File: config.mk
export PLATFORM = sky130hd
export DESIGN_NAME = nt_branch_table
export DESIGN_NICKNAME = d
export VERILOG_FILES = /design/src/rtl/nbt_pkg.sv /design/src/rtl/nbt_match.sv /design/src/rtl/nbt_lru.sv /design/src/rtl/nbt_victim.sv /design/src/rtl/nt_branch_table.sv
export SDC_FILE = /design/constraint.sdc
export NUM_CORES = 1
export LEC_CHECK = 0
export BUFFER_PORTS_ARGS = -buffer_cell sky130_fd_sc_hd__buf_4
export CORE_UTILIZATION = 57
export DETAILED_ROUTE_END_ITERATION = 8
export PLACE_DENSITY = 0.75
export SLEW_MARGIN = 20
export SYNTH_ARGS = -nofsm -noshare
export SYNTH_HDL_FRONTEND = slang
export SYNTH_SLANG_ARGS = --single-unit
File: constraint.sdc
create_clock -name clk_i -period 4.05 [get_ports clk_i]
set_clock_uncertainty 0.15 [all_clocks]
set_input_delay 0.2025 -clock clk_i [delete_from_list [all_inputs] [get_ports clk_i]]
set_output_delay 0.2025 -clock clk_i [all_outputs]
set_load 0.03 [all_outputs]
File: src/rtl/nbt_pkg.sv
package nbt_pkg;
  localparam int unsigned MAX_ENTRIES = 64;

  // lowest set bit index of a vector, 0 when empty
  function automatic int unsigned low_idx(input logic [MAX_ENTRIES-1:0] v);
    int unsigned r;
    r = 0;
    for (int i = MAX_ENTRIES - 1; i >= 0; i--) begin
      if (v[i]) r = i;
    end
    return r;
  endfunction
endpackage

File: src/rtl/nbt_match.sv
module nbt_match #(
  parameter int unsigned N     = 8,
  parameter int unsigned TAG_W = 16
) (
  input  logic [N-1:0][TAG_W-1:0] tag_i,
  input  logic [N-1:0]            valid_i,
  input  logic [TAG_W-1:0]        pc_i,
  output logic [N-1:0]            hit_o
);
  for (genvar g = 0; g < N; g++) begin : g_cmp
    assign hit_o[g] = valid_i[g] && (tag_i[g] == pc_i);
  end
endmodule

File: src/rtl/nbt_lru.sv
module nbt_lru #(
  parameter int unsigned N = 8,
  localparam int unsigned IDX_W = (N > 1) ? $clog2(N) : 1
) (
  input  logic                      clk_i,
  input  logic                      rst_ni,
  input  logic                      touch_i,
  input  logic [IDX_W-1:0]          touch_idx_i,
  output logic [N-1:0][IDX_W-1:0]   rank_o,
  output logic [IDX_W-1:0]          lru_idx_o
);
  logic [N-1:0][IDX_W-1:0] rank_q;
  logic [IDX_W-1:0]        ref_rank;

  assign ref_rank = rank_q[touch_idx_i];
  assign rank_o   = rank_q;

  // rank 0 = most recent, N-1 = least recent; ranks stay a permutation
  for (genvar g = 0; g < N; g++) begin : g_rank
    always_ff @(posedge clk_i or negedge rst_ni) begin
      if (!rst_ni) begin
        rank_q[g] <= IDX_W'(g);
      end else if (touch_i) begin
        if (touch_idx_i == IDX_W'(g))  rank_q[g] <= '0;
        else if (rank_q[g] < ref_rank) rank_q[g] <= rank_q[g] + 1'b1;
      end
    end
  end

  always_comb begin
    lru_idx_o = '0;
    for (int i = 0; i < N; i++) begin
      if (rank_q[i] == IDX_W'(N - 1)) lru_idx_o = IDX_W'(i);
    end
  end

  // every rank value owned by exactly one entry (supports R8 victim choice)
  for (genvar r = 0; r < N; r++) begin : g_chk
    logic [N-1:0] own;
    for (genvar e = 0; e < N; e++) begin : g_own
      assign own[e] = (rank_q[e] == IDX_W'(r));
    end
    p_rank_unique_r8: assert property (@(posedge clk_i) disable iff (!rst_ni)
      $countones(own) == 1);
  end

  p_touch_mru_r9: assert property (@(posedge clk_i) disable iff (!rst_ni)
    touch_i |=> rank_q[$past(touch_idx_i)] == '0);
endmodule

File: src/rtl/nbt_victim.sv
module nbt_victim #(
  parameter int unsigned N = 8,
  localparam int unsigned IDX_W = (N > 1) ? $clog2(N) : 1
) (
  input  logic [N-1:0]     valid_i,
  input  logic [IDX_W-1:0] lru_idx_i,
  output logic [IDX_W-1:0] victim_o
);
  import nbt_pkg::*;
  logic [MAX_ENTRIES-1:0] free_ext;

  assign free_ext = MAX_ENTRIES'(~valid_i);
  assign victim_o = (&valid_i) ? lru_idx_i : IDX_W'(low_idx(free_ext));
endmodule

File: src/rtl/nt_branch_table.sv
module nt_branch_table #(
  parameter int unsigned ENTRIES = 8,
  parameter int unsigned TAG_W   = 16,
  localparam int unsigned IDX_W  = (ENTRIES > 1) ? $clog2(ENTRIES) : 1
) (
  input  logic             clk_i,
  input  logic             rst_ni,
  input  logic             lkp_valid_i,
  input  logic [TAG_W-1:0] lkp_pc_i,
  output logic             pred_taken_o,
  input  logic             rsv_valid_i,
  input  logic [TAG_W-1:0] rsv_pc_i,
  input  logic             rsv_taken_i
);
  import nbt_pkg::*;

  logic [ENTRIES-1:0][TAG_W-1:0] tag_q;
  logic [ENTRIES-1:0]            valid_q;
  logic [ENTRIES-1:0]            lkp_hit, rsv_hit;
  logic [ENTRIES-1:0][IDX_W-1:0] rank;
  logic [IDX_W-1:0]              lkp_idx, rsv_idx, vic_idx, lru_idx, wr_idx, touch_idx;
  logic                          rsv_any, ins, purge, touch;

  // two CAM ports over the same storage
  for (genvar p = 0; p < 2; p++) begin : g_port
    logic [TAG_W-1:0]   pc;
    logic [ENTRIES-1:0] hv;
    assign pc = (p == 0) ? lkp_pc_i : rsv_pc_i;
    nbt_match #(.N(ENTRIES), .TAG_W(TAG_W)) u_match (
      .tag_i(tag_q), .valid_i(valid_q), .pc_i(pc), .hit_o(hv));
  end
  assign lkp_hit = g_port[0].hv;
  assign rsv_hit = g_port[1].hv;

  assign lkp_idx = IDX_W'(low_idx(MAX_ENTRIES'(lkp_hit)));
  assign rsv_idx = IDX_W'(low_idx(MAX_ENTRIES'(rsv_hit)));
  assign rsv_any = |rsv_hit;

  assign pred_taken_o = ~|lkp_hit;

  nbt_victim #(.N(ENTRIES)) u_victim (
    .valid_i(valid_q), .lru_idx_i(lru_idx), .victim_o(vic_idx));

  assign ins    = rsv_valid_i && !rsv_taken_i;
  assign purge  = rsv_valid_i && rsv_taken_i && rsv_any;
  assign wr_idx = rsv_any ? rsv_idx : vic_idx;

  // resolve wins over a lookup touch in the same cycle
  assign touch     = ins || (!rsv_valid_i && lkp_valid_i && |lkp_hit);
  assign touch_idx = ins ? wr_idx : lkp_idx;

  nbt_lru #(.N(ENTRIES)) u_lru (
    .clk_i(clk_i), .rst_ni(rst_ni), .touch_i(touch), .touch_idx_i(touch_idx),
    .rank_o(rank), .lru_idx_o(lru_idx));

  always_ff @(posedge clk_i or negedge rst_ni) begin
    if (!rst_ni) begin
      valid_q <= '0;
      tag_q   <= '0;
    end else if (ins) begin
      valid_q[wr_idx] <= 1'b1;
      tag_q[wr_idx]   <= rsv_pc_i;
    end else if (purge) begin
      valid_q[rsv_idx] <= 1'b0;
    end
  end

  p_no_dup_r4: assert property (@(posedge clk_i) disable iff (!rst_ni)
    $onehot0(rsv_hit) && $onehot0(lkp_hit));

  p_insert_mru_r3: assert property (@(posedge clk_i) disable iff (!rst_ni)
    ins |=> valid_q[$past(wr_idx)] && tag_q[$past(wr_idx)] == $past(rsv_pc_i)
            && rank[$past(wr_idx)] == '0);

  p_purge_r5: assert property (@(posedge clk_i) disable iff (!rst_ni)
    (rsv_valid_i && rsv_taken_i) |=> (valid_q & $past(rsv_hit)) == '0);

  p_fill_free_r7: assert property (@(posedge clk_i) disable iff (!rst_ni)
    (ins && !rsv_any && !(&valid_q)) |=>
      $countones(valid_q) == $past($countones(valid_q)) + 1);

  p_absent_taken_r6: assert property (@(posedge clk_i) disable iff (!rst_ni)
    (rsv_valid_i && rsv_taken_i && !rsv_any) |=> $stable(valid_q) && $stable(rank));
endmodule

==> run_results.csv, run 1 <==
group,metric,value,unit
clock_tree,clock_latency,440,ps
synthesis,synth_nets,1060,
pwr,power_density,738,nW/um2
timing,slew-limit-headroom,0.253,
clock_tree,clock_sinks,160,
synthesis,async_flop_share,1.00,
die,core_region_area,18200,um2
timing,tightest_slew,1110,ps
routing,drtIter0Drc,835,
finish,final_layout_size_suffix_gt1_frac,0.377,
timing,rsz0062_at_grt,"yes",
finish,diodes,0,
clock_tree,numCtsBuffers,17,
timing,fin_ws,-48.3,ps
clock_tree,clk_pin_slew_worst_paths,70,ps
pwr,p_leak,5.50,nW
synthesis,yosysWarnings,0,
worst_setup_path,critPathKind,"flop to flop",
routing,vias,8675,
clock_tree,htreeDepth,4,
synthesis,synth_cell_types,75,
die,dieArea,19400,um2
clock_tree,cts_root_buf,"clkbuf_16",
synthesis,synth_cells,1000,
routing,avgRoutedWirePerCell,23.0,um
worst_setup_path,cp_data_required_time,4220,ps
place,io_buffers,37,
synthesis,synth_seq_cells,160,
global_route,antenna_found_initial,0,
synthesis,synthTopCellsByArea,"dfrtp_1 35%, xnor2_1 15%, mux2_2 14%, xor2_1 6.2%, dfstp_2 2.9%",
run_status,violations,"DRC, setup timing",
timing,fin_crit,4100,ps
finish,mostFrequentLayoutCells,"164 x xnor2_1, 151 x buf_4, 148 x dfrtp_1",
synthesis,synth_area_leader_cell,"dfrtp_1",
run_status,status,"finished, violations left",
die,die_x,139,um
finish,final_common_cell,"xnor2_1",
global_route,grt_usage,0.329,
worst_setup_path,cpMostUsedCell,"nand4_1",
global_route,grt_pass1_vias,8826,
synthesis,synth-edff-count,0,
global_route,globalRoute.totalOverflow,0,
synthesis,synth-main-ff-cell,"dfrtp_1",
routing,vias_per_cell,6.31,
clock_tree,cts_tree,"done",
finish,fin_nets,1193,
finish,area_delta_synth_final,23.2,%
place,gp_congestion,0.983,
finish,instances_no_fill,1375,
synthesis,syn-cell-area,10700,um2
global_route,grt_max_degree,111,
routing,postRouteAntennaNets,0,
routing,drc,2,
die,io_pins,38,
worst_setup_path,worstPathCellList,"xnor2_1 > nand4_1 > or4_1 > o22a_1 > buf_4 > a41oi_4 > a21oi_2 > o31ai_4 > buf_6 > nand4_1 > o2111ai_4 > buf_12 > a211oi_1 > o21a_1 > a21boi_4 > mux2_4",
worst_setup_path,slowest_stage,"or4_1",
timing,setup_tns,-119,ps
timing,finalSetupViolations,5,
place,dpl.hpwl,22.0,mm
timing,max_freq,244,MHz
worst_setup_path,cp-end-kind,"flop",
routing,routed_wl,31.7,mm
pwr,ir_worst_vdd,409,uV
die,chipHeight,139,um
global_route,grt_pass1_wl,48.6,mm
timing,hold_viol_final,0,
worst_setup_path,startpoint_type,"flop",
synthesis,syn_avg_cell_area,10.7,um2
place,dp_cells,1299,
die,row_count,49,
timing,drv_slew,0,
worst_setup_path,arrival,4270,ps
synthesis,synth_top_cell_area_share,0.345,
timing,period_share,1.01,
worst_setup_path,crit_fanout,4,
min_path,hp-class,"primary input to flop",
run,max_cap_violations,0,
worst_setup_path,max_stage_delay,510,ps
routing,dr.pass1.iters,9,
die,initial_core_util,0.590,
clock_tree,clockBufferDepth,2,
synthesis,synth_seq_area_share,0.374,
-- cell type report --
type / count / area, um2
Clock buffer: 19 / 443
Timing Repair Buffer: 179 / 1480
Multi-Input combinational cell: 764 / 6810
Clock inverter: 13 / 144
Tap cell: 229 / 287
Fill cell: 1245 / 4990
Inverter: 11 / 41.3
Sequential cell: 160 / 4020
-- per-layer routing --
layer | up-vias | global-route usage | part of all wire
met3 | 87 | 0.0516 | 0.075
met1 | 4350 | 0.445 | 0.42
met5 | - | 0 | 0
met4 | 0 | 0.138 | 0.038
li1 | 3826 | - | -
met2 | 412 | 0.525 | 0.47
-- sequential cells by signal, summed over array words and instances, names as in the netlist --
name and count:
tag_q 128, u_lru.rank_o 24, valid_q 8
-- path summary, 6_finish.rpt --
check | startpoint | end | slack (ps) | depth (start not counted)
max in group asynchronous | rst_ni | u_lru.rank_o[20] | 2410 | 3
min | rsv_pc_i[8] | tag_q[24] | 30 | 2
max | tag_q[74] | u_lru.rank_o[18] | -50 | 16
min in group asynchronous | rst_ni | tag_q[118] | 270 | 2
max reg2reg | tag_q[74] | u_lru.rank_o[18] | -50 | 16
min reg2reg | u_lru.rank_o[15] | u_lru.rank_o[15] | 370 | 1
-- timing repair --
item / 4_1_cts / 5_1_grt
pin swaps: 25 / 50
gates resized for setup: 18 / 82
cloned: 0 / 1
buffers inserted: 19 / 12
endpoints found under the hold margin: 126 / 0
hold buffers: 12 / 0
endpoints found under the setup margin: 23 / 88
-- logic make-up (layout without fill, tap and decap cells) --
kind of cell               count (synthesis)  count (layout)  share of synthesized area
xor gates and xnor gates                 256             256                      0.209
and+or+nand+nor                          238             239                      0.124
DFF                                      160             160                      0.374
muxes                                    134             134                      0.141
AOI/OAI and AO/OA                        112             112                     0.0853
buffers and inverters                     77             222                     0.0403
adders and majority gates                 23              23                     0.0268
-- critical path: cells and delay by family, from the launching register on --
kind	cells	cell delay (ps)
flops	1	410
compound gates	8	1540
simple gates	3	890
buf+inv	3	500
mux	1	280
xor+xnor	1	210
-- where the power goes --
part	switching [W]	leakage (nW)	internal, W	total (W)
clock	0.000741	0.292	0.000891	0.00163
combinational	0.00214	3.26	0.00265	0.00480
sequential	0.000930	1.94	0.00240	0.00333
-- cell usage after synthesis, types with 9 or more instances --
master	number
nand2_1	44
nor2_1	34
ha_1	23
buf_2	46
nor3_1	11
inv_1	11
nor4_1	27
dfstp_2	12
xor2_1	76
dfrtp_1	148
a211oi_1	10
buf_6	9
nand4_1	42
o21ai_0	21
mux2_2	130
nand3_1	25
xnor2_1	180
-- through the flow --
stage / power (W) / utilization / cell area [um2] / hold slack [ps] / worst slack (ps)
after floorplan: 0.00621 / - / 10700 / -243 / 13.1
after global placement: 0.00721 / 0.643 / 11700 / 272 / -102
after detailed placement: 0.00736 / 0.643 / 11700 / 281 / -217
after CTS: 0.00920 / 0.695 / 12700 / 4.27 / 2.42
after global routing: 0.0103 / 0.726 / 13200 / 23.8 / -118
final: 0.00976 / 0.726 / 13200 / 25.5 / -48.3
No activity file was read; power rests on OpenSTA's default activity.
==> inputs of run 2 (changes only) <==
Settings changed: CORE_UTILIZATION 57 to 58, PLACE_DENSITY 0.75 to 0.73.
Clock period 4.05 ns to 4.86 ns, I/O delays scaled along.
==> run 2 against run 1 <==
  * The flow now finishes without violations
  * Final cell count decreased by 9.6%
  * Sequential power decreased by 17%
  * Combinational power down 32%
  * Sequential share of layout area increased by 4.3 points
  * First-iteration DRC count decreased by 26%
  * Highest routed layer unchanged
  * Worst hold slack got worse by 9.0 ps
  * Design area is 12% lower
  * Power down 24%
==> run_results.csv, run 2 (synthesized netlist as in run 1, its figures left out) <==
group,metric,value,unit
finish,diodes,0,
place,io_buffers,37,
worst_setup_path,critPathKind,"flop to flop",
pwr,p_total,0.00739,W
finish,fin_nets,1061,
global_route,grt_pass1_wl,45.3,mm
global_route,grt_usage,0.313,
routing,drtIter0Drc,619,
die,dieArea,19100,um2
die,die_x,138,um
clock_tree,clock_sinks,160,
pwr,p_switching,0.00292,W
worst_setup_path,startpoint_type,"flop",
worst_setup_path,crit_fanout,7,
die,row_count,49,
timing,period_share,0.941,
routing,vias,7762,
finish,largest_reg_flops,128,
routing,dr.pass1.iters,5,
clock_tree,numCtsBuffers,17,
worst_setup_path,crit_path_start,"tag_q[61]",
routing,drc,0,
worst_setup_path,arrival,4740,ps
timing,fin_crit,4570,ps
clock_tree,clk_pin_slew_worst_paths,60,ps
finish,fin_area,11600,um2
clock_tree,htreeDepth,4,
timing,drv_slew,0,
finish,area_delta_synth_final,8.03,%
finish,mostFrequentLayoutCells,"180 x xnor2_1, 148 x dfrtp_1, 130 x mux2_2",
worst_setup_path,reg2reg_from,"tag_q[61]",
timing,max_freq,219,MHz
pwr,p_int,0.00448,W
pwr,p_seq_frac,0.376,
die,initial_core_util,0.596,
min_path,hp-class,"primary input to flop",
global_route,grt_max_degree,75,
timing,slew-limit-headroom,0.514,
die,core_region_area,18000,um2
timing,setup_tns,0,ps
routing,routed_wl,28.8,mm
routing,avgRoutedWirePerCell,23.2,um
pwr,ir_worst_vdd,484,uV
pwr,switching_share,0.394,
run,max_cap_violations,0,
run_status,status,"complete, no violations",
pwr,clkPwrFrac,0.184,
place,gp_congestion,0.980,
die,io_pins,38,
finish,final_common_cell,"xnor2_1",
worst_setup_path,cp_data_required_time,5020,ps
pwr,p_leak,4.65,nW
timing,finalSetupViolations,0,
global_route,grt_pass1_vias,7764,
timing,hold_viol_final,0,
global_route,globalRoute.totalOverflow,0,
place,placed_area,11000,um2
finish,final_layout_size_suffix_gt1_frac,0.245,
clock_tree,clock_latency,430,ps
timing,tightest_slew,721,ps
place,dpl.hpwl,21.1,mm
min_path,hp-start,"rsv_valid_i",
die,chipHeight,138,um
timing,rsz0062_at_grt,"no",
finish,fillers,1451,
worst_setup_path,cp-end-kind,"flop",
finish,regMostFlops,"tag_q",
clock_tree,clockBufferDepth,2,
clock_tree,cts_root_buf,"clkbuf_16",
pwr,power_density,638,nW/um2
clock_tree,cts_tree,"done",
routing,vias_per_cell,6.24,
clock_tree,post_cts_buffers,0,
pwr,pwr-share-comb,0.440,
routing,postRouteAntennaNets,0,
global_route,antenna_found_initial,0,
run 2: worst max-delay path: stages (launching register included):
cell      delay (ps)
dfrtp_1          420
xnor2_1          310
nand4_1          140
nor4_1           610
and3_1           340
nor4_1           110
nand3_1          170
and2_1           320
mux2i_1          270
a211oi_1         100
a31oi_1          360
ha_1             320
or2_2            310
a31o_1           260
mux2_2           270
run 2: layer usage:
metal,up-vias,GRT usage,part of all wire,wire (um)
li1,3557,-,-,-
met1,3872,0.442,0.46,13300
met2,275,0.484,0.45,13000
met3,58,0.0509,0.056,1620
met4,0,0.120,0.031,907
met5,-,0,0,0
run 2: repair_timing:
item | 4_1_cts | 5_1_grt
endpoints found under the hold margin | 72 | 0
hold buffers | 1 | 0
resized for setup | 0 | 0
run 2: power groups by stage:
stage / sequential [W] / clock (W) / combinational, W
after floorplan: 0.00258 / 0 / 0.00259
after global placement: 0.00276 / 0 / 0.00316
after detailed placement: 0.00278 / 0 / 0.00321
after CTS: 0.00277 / 0.00138 / 0.00323
after global routing: 0.00287 / 0.00143 / 0.00354
final: 0.00278 / 0.00136 / 0.00325
run 2: final timing paths:
kind | to | depth (start not counted) | slack (ps)
setup reg to reg | u_lru.rank_o[12] | 14 | 290
min in group asynchronous | tag_q[115] | 2 | 250
max in group asynchronous | tag_q[13] | 3 | 3140
hold reg to reg | u_lru.rank_o[9] | 2 | 370
hold / removal | valid_q[1] | 3 | 20
setup / recovery | u_lru.rank_o[12] | 14 | 290
run 2: cell type report:
type	count	area, um2	share of cell area
Clock inverter	11	133	0.0114
Inverter	11	41.3	0.00356
Clock buffer	21	460	0.0397
Timing Repair Buffer	48	367	0.0316
Tap cell	229	287	0.0247
Multi-Input combinational cell	763	6290	0.542
Sequential cell	160	4020	0.347
run 2: per-stage QoR:
| step | instances | setup slack [ps] | hold WS (ps) | util |
|---|---|---|---|---|
| after floorplan | 1000 | 683 | -203 | - |
| after global routing | 1243 | 78.4 | 28.5 | 0.643 |
| after detailed placement | 1210 | 328 | 165 | 0.609 |
| after CTS | 1243 | 362 | 7.20 | 0.643 |
| after global placement | 1210 | 414 | 163 | 0.609 |
| final | 1243 | 286 | 16.4 | 0.643 |
